$ cat src/rtl/fbseq_pkg.sv
// Shared types for the frame buffer sequence manager.
// Assumes: nothing beyond the 1800-2017 language.
package fbseq_pkg;
    // Recording phase of ring mode; queue mode stays in PH_ARMED.
    typedef enum logic [1:0] {
        PH_ARMED = 2'd0,
        PH_DELAY = 2'd1,
        PH_STOP  = 2'd2
    } phase_t;
endpackage

$ cat src/rtl/fbseq_ring_ptr.sv
// Slot pointer that steps through 0 .. slot_count-1 and wraps.
// Assumes: slot_count is between 1 and 2**SLOT_W and is changed only with clr.
module fbseq_ring_ptr #(
    parameter int SLOT_W = 3
) (
    input  logic              clk,
    input  logic              rst_n,
    input  logic              clr,
    input  logic              adv,
    input  logic [SLOT_W:0]   slot_count,
    output logic [SLOT_W-1:0] ptr
);
    localparam int CW = SLOT_W + 1;

    logic [SLOT_W-1:0] ptr_q;
    logic              at_last;

    // Detect the last slot in use.
    always_comb begin
        at_last = ({1'b0, ptr_q} == (slot_count - CW'(1)));
    end

    // Advance or wrap the pointer.
    always_ff @(posedge clk) begin
        if (!rst_n || clr) begin
            ptr_q <= '0;
        end else if (adv) begin
            ptr_q <= at_last ? '0 : ptr_q + SLOT_W'(1);
        end
    end

    assign ptr = ptr_q;

    // the pointer never reaches slot_count.
    a_r2_ptr_in_range: assert property (@(posedge clk) disable iff (!rst_n)
        ({1'b0, ptr_q} < slot_count));
endmodule

$ cat src/rtl/fbseq_pend_ctr.sv
// Saturating count of read requests not yet served.
// Assumes: dec is raised only when avail is 1; at most one inc and one dec per cycle.
module fbseq_pend_ctr #(
    parameter int CW = 4
) (
    input  logic clk,
    input  logic rst_n,
    input  logic clr,
    input  logic inc,
    input  logic dec,
    output logic avail
);
    localparam logic [CW-1:0] SAT_MAX = {CW{1'b1}};

    logic [CW-1:0] pend_q;

    // A request is available if one is stored or one arrives now.
    always_comb begin
        avail = (pend_q != '0) || inc;
    end

    // Count requests in, served requests out, saturating at the top.
    always_ff @(posedge clk) begin
        if (!rst_n || clr) begin
            pend_q <= '0;
        end else begin
            case ({inc, dec})
                2'b10:   if (pend_q != SAT_MAX) pend_q <= pend_q + CW'(1);
                2'b01:   pend_q <= pend_q - CW'(1);
                default: pend_q <= pend_q;
            endcase
        end
    end

    // a read is started only against a request.
    a_r9_serve_has_request: assert property (@(posedge clk) disable iff (!rst_n)
        dec |-> ((pend_q != '0) || inc));
    // the count holds at its top instead of wrapping.
    a_r11_saturate: assert property (@(posedge clk) disable iff (!rst_n)
        (pend_q == SAT_MAX && inc && !dec && !clr) |=> (pend_q == SAT_MAX));
endmodule

$ cat src/rtl/fbseq_phase_ctl.sv
// Ring-mode phase control: armed, post-trigger window, stopped.
// Assumes: in the window every frame_tick is a written frame; circ is static between clears.
module fbseq_phase_ctl #(
    parameter int POST_W = 8
) (
    input  logic                clk,
    input  logic                rst_n,
    input  logic                clr,
    input  logic                circ,
    input  logic                trig,
    input  logic                frame_tick,
    input  logic [POST_W-1:0]   post_count,
    output fbseq_pkg::phase_t   phase
);
    import fbseq_pkg::*;

    phase_t            phase_q;
    logic [POST_W-1:0] left_q;

    // Step through the phases and count post-trigger frames.
    always_ff @(posedge clk) begin
        if (!rst_n || clr) begin
            phase_q <= PH_ARMED;
            left_q  <= '0;
        end else begin
            case (phase_q)
                PH_ARMED: if (circ && trig) begin
                    left_q  <= post_count;
                    phase_q <= (post_count == '0) ? PH_STOP : PH_DELAY;
                end
                PH_DELAY: if (frame_tick) begin
                    left_q <= left_q - POST_W'(1);
                    if (left_q == POST_W'(1)) phase_q <= PH_STOP;
                end
                default: phase_q <= phase_q;
            endcase
        end
    end

    assign phase = phase_q;

    // only a clear leaves the stopped phase.
    a_r10_stop_holds: assert property (@(posedge clk) disable iff (!rst_n)
        (phase_q == PH_STOP && !clr) |=> (phase_q == PH_STOP));
    // the window counter is never zero while the window is open.
    a_r8_window_nonzero: assert property (@(posedge clk) disable iff (!rst_n)
        (phase_q == PH_DELAY) |-> (left_q != '0));
endmodule

$ cat src/rtl/fbuf_seq_mgr.sv
// Frame buffer sequence manager: picks write and read slots of an external
// image memory in queue mode or ring mode, and keeps occupancy and flags.
// Assumes: frame_in, rd_req and clr_req are one-cycle pulses; a slot is free
// again once its read has started; mode and counts change only with a clear.
module fbuf_seq_mgr #(
    parameter int SLOT_W = 3,
    parameter int POST_W = 8
) (
    input  logic              clk,
    input  logic              rst_n,
    input  logic              circ_mode,
    input  logic [SLOT_W:0]   slot_count,
    input  logic [POST_W-1:0] post_count,
    input  logic              frame_in,
    input  logic              rd_req,
    input  logic              clr_req,
    output logic              wr_en,
    output logic [SLOT_W-1:0] wr_slot,
    output logic              rd_start,
    output logic [SLOT_W-1:0] rd_slot,
    output logic              empty,
    output logic              full,
    output logic              stopped
);
    import fbseq_pkg::*;

    localparam int CW = SLOT_W + 1;

    phase_t            phase;
    logic [CW-1:0]     occ_q;
    logic [SLOT_W-1:0] wr_ptr, rd_ptr;
    logic              is_full, is_empty;
    logic              accept, overwrite, serve, trig, pend_inc, avail;
    logic              wr_en_q, rd_start_q;
    logic [SLOT_W-1:0] wr_slot_q, rd_slot_q;

    // Occupancy flags.
    always_comb begin
        is_full  = (occ_q == slot_count);
        is_empty = (occ_q == '0);
    end

    // Per-cycle decisions for both modes; a clear suppresses them all.
    always_comb begin
        accept    = 1'b0;
        overwrite = 1'b0;
        serve     = 1'b0;
        trig      = 1'b0;
        pend_inc  = 1'b0;
        if (!clr_req) begin
            if (!circ_mode) begin
                accept   = frame_in && !is_full;
                pend_inc = rd_req;
                serve    = avail && (!is_empty || accept);
            end else begin
                trig     = rd_req && (phase == PH_ARMED);
                pend_inc = rd_req && (phase != PH_ARMED);
                if (phase != PH_STOP) begin
                    accept    = frame_in;
                    overwrite = frame_in && is_full;
                end else begin
                    serve = avail && !is_empty;
                end
            end
        end
    end

    fbseq_ring_ptr #(.SLOT_W(SLOT_W)) u_wr_ptr (
        .clk(clk), .rst_n(rst_n), .clr(clr_req), .adv(accept),
        .slot_count(slot_count), .ptr(wr_ptr)
    );

    fbseq_ring_ptr #(.SLOT_W(SLOT_W)) u_rd_ptr (
        .clk(clk), .rst_n(rst_n), .clr(clr_req), .adv(serve || overwrite),
        .slot_count(slot_count), .ptr(rd_ptr)
    );

    fbseq_pend_ctr #(.CW(CW)) u_pend (
        .clk(clk), .rst_n(rst_n), .clr(clr_req), .inc(pend_inc),
        .dec(serve), .avail(avail)
    );

    fbseq_phase_ctl #(.POST_W(POST_W)) u_phase (
        .clk(clk), .rst_n(rst_n), .clr(clr_req), .circ(circ_mode),
        .trig(trig), .frame_tick(accept), .post_count(post_count),
        .phase(phase)
    );

    // Track the number of stored frames.
    always_ff @(posedge clk) begin
        if (!rst_n || clr_req) begin
            occ_q <= '0;
        end else begin
            occ_q <= occ_q + CW'(accept && !overwrite) - CW'(serve);
        end
    end

    // Register the write and read commands.
    always_ff @(posedge clk) begin
        if (!rst_n) begin
            wr_en_q    <= 1'b0;
            wr_slot_q  <= '0;
            rd_start_q <= 1'b0;
            rd_slot_q  <= '0;
        end else begin
            wr_en_q    <= accept;
            wr_slot_q  <= wr_ptr;
            rd_start_q <= serve;
            rd_slot_q  <= rd_ptr;
        end
    end

    assign wr_en    = wr_en_q;
    assign wr_slot  = wr_slot_q;
    assign rd_start = rd_start_q;
    assign rd_slot  = rd_slot_q;
    assign empty    = is_empty;
    assign full     = is_full;
    assign stopped  = (phase == PH_STOP);

    // a queue-mode frame offered while full is not written.
    a_r3_no_write_when_full: assert property (@(posedge clk) disable iff (!rst_n)
        (!circ_mode && full && frame_in && !clr_req) |=> !wr_en);
    // a clear leaves no command and an empty buffer.
    a_r6_clear_quiet: assert property (@(posedge clk) disable iff (!rst_n)
        clr_req |=> (!wr_en && !rd_start && empty && !stopped));
    // no read starts in ring mode before recording has stopped.
    a_r7_no_read_while_recording: assert property (@(posedge clk) disable iff (!rst_n)
        (circ_mode && !stopped) |=> !rd_start);
    // once stopped, no frame is written.
    a_r8_stopped_no_write: assert property (@(posedge clk) disable iff (!rst_n)
        (stopped && !clr_req) |=> !wr_en);
    // occupancy never passes the slot count.
    a_r12_occ_bound: assert property (@(posedge clk) disable iff (!rst_n)
        (occ_q <= slot_count));
endmodule

$ cat config.mk
export PLATFORM = sky130hd
export DESIGN_NAME = fbuf_seq_mgr
export DESIGN_NICKNAME = d
export VERILOG_FILES = /design/src/rtl/fbseq_pkg.sv /design/src/rtl/fbseq_ring_ptr.sv /design/src/rtl/fbseq_pend_ctr.sv /design/src/rtl/fbseq_phase_ctl.sv /design/src/rtl/fbuf_seq_mgr.sv
export SDC_FILE = /design/constraint.sdc
export NUM_CORES = 1
export LEC_CHECK = 0
export BUFFER_PORTS_ARGS = -buffer_cell sky130_fd_sc_hd__buf_2
export CORE_MARGIN = 1.5
export CORE_UTILIZATION = 44
export DETAILED_ROUTE_END_ITERATION = 8
export GPL_ROUTABILITY_DRIVEN = 0
export PLACE_DENSITY = 0.6
export SYNTH_ARGS = -nofsm -noshare
export SYNTH_HDL_FRONTEND = slang
export SYNTH_SLANG_ARGS = --single-unit
export TNS_END_PERCENT = 10
$ cat constraint.sdc
create_clock -name clk -period 4.4 [get_ports clk]
set_input_delay 1.1 -clock clk [delete_from_list [all_inputs] [get_ports clk]]
set_output_delay 1.1 -clock clk [all_outputs]
set_load 0.005 [all_outputs]
* Word level (Yosys, flattened, before mapping)
Index checks and enable logic that the tools add are counted.
Operators by class: bitwise operators 0, div/mod/pow operators 0, mux-type cells 25, equality and inequality tests 14, reductions and logical operators 26, multipliers 0, shifts and indexed selects 0, $lt $le $gt $ge 0, add/sub/neg operators 8
Operators by type and width (count):
- $mux 8 | 2
- $pmux 8 s2 | 1
- $mux 1 | 13
- $eq 3x4->1 | 2
- $eq 8x1->1 const B | 1
- $logic_and 1x1->1 | 8
- $logic_not 8->1 | 1
- $mux 2 | 4
- $pmux 4 s2 | 1
- $sub 4x1->4 const B | 2
- $sub 8x1->8 const B | 1
- $add 3x1->3 const B | 2
- $mux 3 | 2
- $ne 2x1->1 const B | 3
- $reduce_bool 2->1 | 3
- $add 4x1->4 | 1
- $add 4x1->4 const B | 1
- $eq 2x1->1 const B | 2
- $eq 2x2->1 const B | 2
- $eq 4x4->1 | 1
- $logic_not 1->1 | 4
- $logic_not 4->1 | 1
- $logic_or 1x1->1 | 4
- $mux 4 | 1
- other kinds (9) | 10
Storage, ports and cells: bits in writable memories 0, bits in latches 0, bits in read-only memories 0, bits in registers 32, logic and storage cells 83, input bits 18, memories 0, output and inout bits 11

* Logic depth before layout (Yosys ltp)
depth in word-level cells 12, mapped depth 14, depth with buffers taken out 12

* Cells and area by module
From an unflattened synthesis, not the netlist that was laid out.
Second synthesis, totals: cells, all modules 223, area total of the unflattened synthesis 2020.7 sq um
Modules (own cells, without submodules):
- fbseq_phase_ctl | area an instance 671.9 sq um, times used 1, seq. area each 200.2 sq um, cells an instance 82
- fbuf_seq_mgr | area an instance 611.8 sq um, times used 1, seq. area each 240.2 sq um, cells an instance 66
- fbseq_ring_ptr | area an instance 225.2 sq um, times used 2, seq. area each 60.1 sq um, cells an instance 22
- fbseq_pend_ctr | area an instance 286.5 sq um, times used 1, seq. area each 80.1 sq um, cells an instance 31

* Worst setup path before layout
No wires, ideal clock.
kind input port to flip-flop, start input slot_count[0], end register occ_q[3], setup time 132 ps, arrival time 3303 ps, required time 4268 ps, path slack 964 ps, stages 14, cells stage by stage buf_2 > xor2_1 > or4_4 > buf_6 > o211a_1 > buf_6 > o21ai_0 > ha_1 > inv_1 > ha_1 > a21o_1 > a21oi_1 > xnor2_1 > nor2_1
On the way: cells in the longest elaborated chain, start to end 9
Ends and longest elaborated chain:
- start, declared | line fbuf_seq_mgr.sv:12 | input logic [SLOT_W:0] slot_count,
- $eq 4x4->1 * | line fbuf_seq_mgr.sv:39 | is_full = (occ_q == slot_count);
- $logic_and 1x1->1 | line fbuf_seq_mgr.sv:60 | overwrite = frame_in && is_full;
- $mux 1 | line fbuf_seq_mgr.sv:58 | if (phase != PH_STOP) begin
- $mux 1 | line fbuf_seq_mgr.sv:51 | if (!circ_mode) begin
- $mux 1 | line fbuf_seq_mgr.sv:50 | if (!clr_req) begin
- $logic_not 1->1 | line fbuf_seq_mgr.sv:94 | occ_q <= occ_q + CW'(accept && !overwrite) - CW'(serve);
- $logic_and 1x1->1 | line fbuf_seq_mgr.sv:94
- $add 4x1->4 | line fbuf_seq_mgr.sv:94
- $sub 4x1->4 * | line fbuf_seq_mgr.sv:94
- end signal, assigned | line fbuf_seq_mgr.sv:94
- end, declared | line fbuf_seq_mgr.sv:30 | logic [CW-1:0] occ_q;
Every way passes the cells marked *; elsewhere a longest branch is shown, timed or not. A chain may end at the register's enable or synchronous reset.

* Worst setup path in the final report
start input slot_count[2], end register occ_q[3]
The elaborated chain is that of the path after synthesis.

==> results_dict.tcl <==
set metrics [dict create \
    syn_nets 263 \
    row_count 24 \
    ctsResizeCount 0 \
    grt_usage 0.177 \
    antenna_found_initial 0 \
    finClkSkew_ps 8.81 \
    synth_area_sq_um 2010 \
    end_kind "flop" \
    yosysWarningCount 0 \
    num_vias 1703 \
    die_h_microns 70.6 \
    die_area_sq_um 4990 \
    cts_hold_buf 0 \
    synthToLayoutAreaGrowth_pct 12.7 \
    crit_required_ps 4550 \
    layoutNonFillerInstCount 310 \
    maxSlewViolCount 0 \
    tns_ps 0 \
    n_antenna_cell 0 \
    layout-drive-gt1-share 0.190 \
    relSlewSlack 0.423 \
    final_core_util 0.518 \
    cts_max_level 2 \
    post-route-period-util 0.751 \
    ir_worst_vdd_mv 0.171 \
    cts_buffer_depth 2 \
    viasPerCell 5.49 \
    grt_overflow 0 \
    grt_pass1_vias 1552 \
    cts.sinks 32 \
    clock_latency_ps 290 \
    status "finished, final reports clean" \
    p_leak_uw 0.000953 \
    hold_class "flop to flop" \
    start_kind "primary input" \
    synthCells 233 \
    ys_seq_elements 32 \
    cts_tree "yes" \
    drt_iter0_markers 68 \
    yosys.cell_count.top_type "dfxtp_1" \
    dp_cells 302 \
    firstDrtPassIters 4 \
    arrival_ps 3460 \
    critPathTopFamily "compound AO/OA/AOI/OAI gates" \
    p_per_area_nw_per_um2 297 \
    yosysSeqAreaShare 0.318 \
    synth_edf_count 0 \
    ys_top_cells_by_count "dfxtp_1 (32), a21oi_1 (21), nand2_1 (17)" \
    yosys.area.top_type_share 0.318 \
    hold_viol_final 0 \
    cts_inserted_buffers 5 \
    cp_cell_sequence "buf_2 > xor2_1 > or4_4 > o211a_1 > o21ai_0 > ha_1 > inv_1 > ha_1 > a21o_1 > a21oi_1 > xnor2_1 > nor2_1" \
    drv_cap 0 \
    ant_nets 0 \
    netlist-cell-type-count 61 \
    synth_area_leaders "dfxtp_1 (32%), ha_1 (6.8%), a21oi_1 (5.2%), and2_1 (3.7%), xor2_1 (3.5%)" \
    crit_top_cell "ha_1" \
    dp_hpwl_microns 3030 \
    worst_slew_pin_slew_ps 865 \
    cts_setup_buffers 0 \
    crit_buf_inv 2 \
    layout_min_cycle_time_ps 3300 \
    path_clk_slew_ps 70 \
    grt_pass1_wl_microns 7110 \
    drc 0 \
    critPathSlowestCell "or4_4" \
    drt-total-wl_microns 4120 \
    root_buffer "clkbuf_8" \
    grt_max_degree 19 \
    final_nets 287 \
    avgRoutedWirePerCell_microns 13.3 \
    crit_type "primary input to flop" \
    port_buffers 28 \
    worst-path-max-fanout 10 \
    die_w_microns 70.6 \
    rsz0062_at_grt "no" \
    synth-async-reset-ratio 0 \
    start_util 0.459 \
    core_area_sq_um 4380 \
    max_stage_delay_ps 570 \
    fmax_mhz 303 \
    setup_viol 0 \
    synth-main-ff-cell "dfxtp_1" \
    syn_area_per_cell_sq_um 8.64 \
    pin_count 29 \
    synth_top_area_cell "dfxtp_1" \
]
cell usage in the layout, fill, tap and decap left out, types with 5 or more instances in the layout:
cell type   n
dfxtp_1    32
buf_2      28
a21oi_1    21
nand2_1    17
inv_1      16
and2_1     12
ha_1       11
nor2_1     10
xor2_1      8
nand2b_1    6
nor4_1      6
xnor2_1     6
nor2b_1     5
nor3_1      5
clkbuf_8    5
final cells by class:
class                           instances  area (sq um)
Tap cell                               52          65.1
Clock inverter                          3          42.5
Inverter                               16          60.1
Fill cell                             419          2110
Sequential cell                        32           641
Timing Repair Buffer                   29           148
Multi-Input combinational cell        173          1240
Clock buffer                            5          68.8
sequential cells by signal (all words and copies together), names as in the netlist:
signal,cells
wr_slot,3
occ_q,4
u_phase.phase,2
u_phase.left_q,8
wr_en,1
u_rd_ptr.ptr,3
u_pend.pend_q,4
rd_slot,3
u_wr_ptr.ptr,3
rd_start,1
worst register-to-register path, delay by kind of cell, from the launching register on:
kind | cells | cell delay (ps)
xor gates and xnor gates | 2 | 320
AOI/OAI and AO/OA | 4 | 810
buffers and inverters | 1 | 60
adders and majority gates | 2 | 420
DFF | 1 | 360
and+or+nand+nor | 2 | 590
stage by stage:
| step | setup WS, ps | total power [uW] | hold WS (ps) | area, sq um |
|---|---|---|---|---|
| floorplan | 964 | 370 | 440 | 2010 |
| global route | 877 | 701 | 499 | 2270 |
| global placement | 810 | 393 | 460 | 2160 |
| detailed placement | 783 | 393 | 465 | 2160 |
| CTS | 1080 | 680 | 475 | 2270 |
| finish | 1100 | 673 | 480 | 2270 |
cell families (layout without fill, tap and decap cells):
group,Yosys count,count (layout),share of synthesized area
xor gates and xnor gates,14,14,0.0609
muxes,1,1,0.00497
DFF,32,32,0.318
and+or+nand+nor,83,83,0.241
buffers and inverters,28,53,0.0634
AOI/OAI and AO/OA,63,63,0.233
adders and majority gates,12,12,0.0783
report_power, final:
group	switching [uW]	total, uW	internal, uW
Clock	119	287	168
Combinational	50.5	87.7	37.2
Sequential	4.37	299	294
final timing paths:
path	endpoint	cells past startpoint	from	slack [ps]
worst min register to register	u_phase.left_q[7]$_SDFFE_PP0P_	2	u_phase.left_q[7]$_SDFFE_PP0P_	480
worst max-delay path	occ_q[3]$_SDFF_PP0_	12	slot_count[2]	1100
worst max register to register	occ_q[3]$_SDFF_PP0_	11	occ_q[1]$_SDFF_PP0_	1690
worst min-delay path	u_phase.left_q[7]$_SDFFE_PP0P_	2	u_phase.left_q[7]$_SDFFE_PP0P_	480
metal layers:
layer | vias up | GRT usage | part of all wire | routed length (microns)
met5 | - | 0 | 0 | 0
met4 | 0 | 0.0692 | 0.017 | 71
met3 | 7 | 0.0328 | 0.040 | 166
met2 | 34 | 0.284 | 0.46 | 1890
met1 | 785 | 0.236 | 0.48 | 2000
li1 | 877 | - | - | -
(Power assumes the default switching activity.)
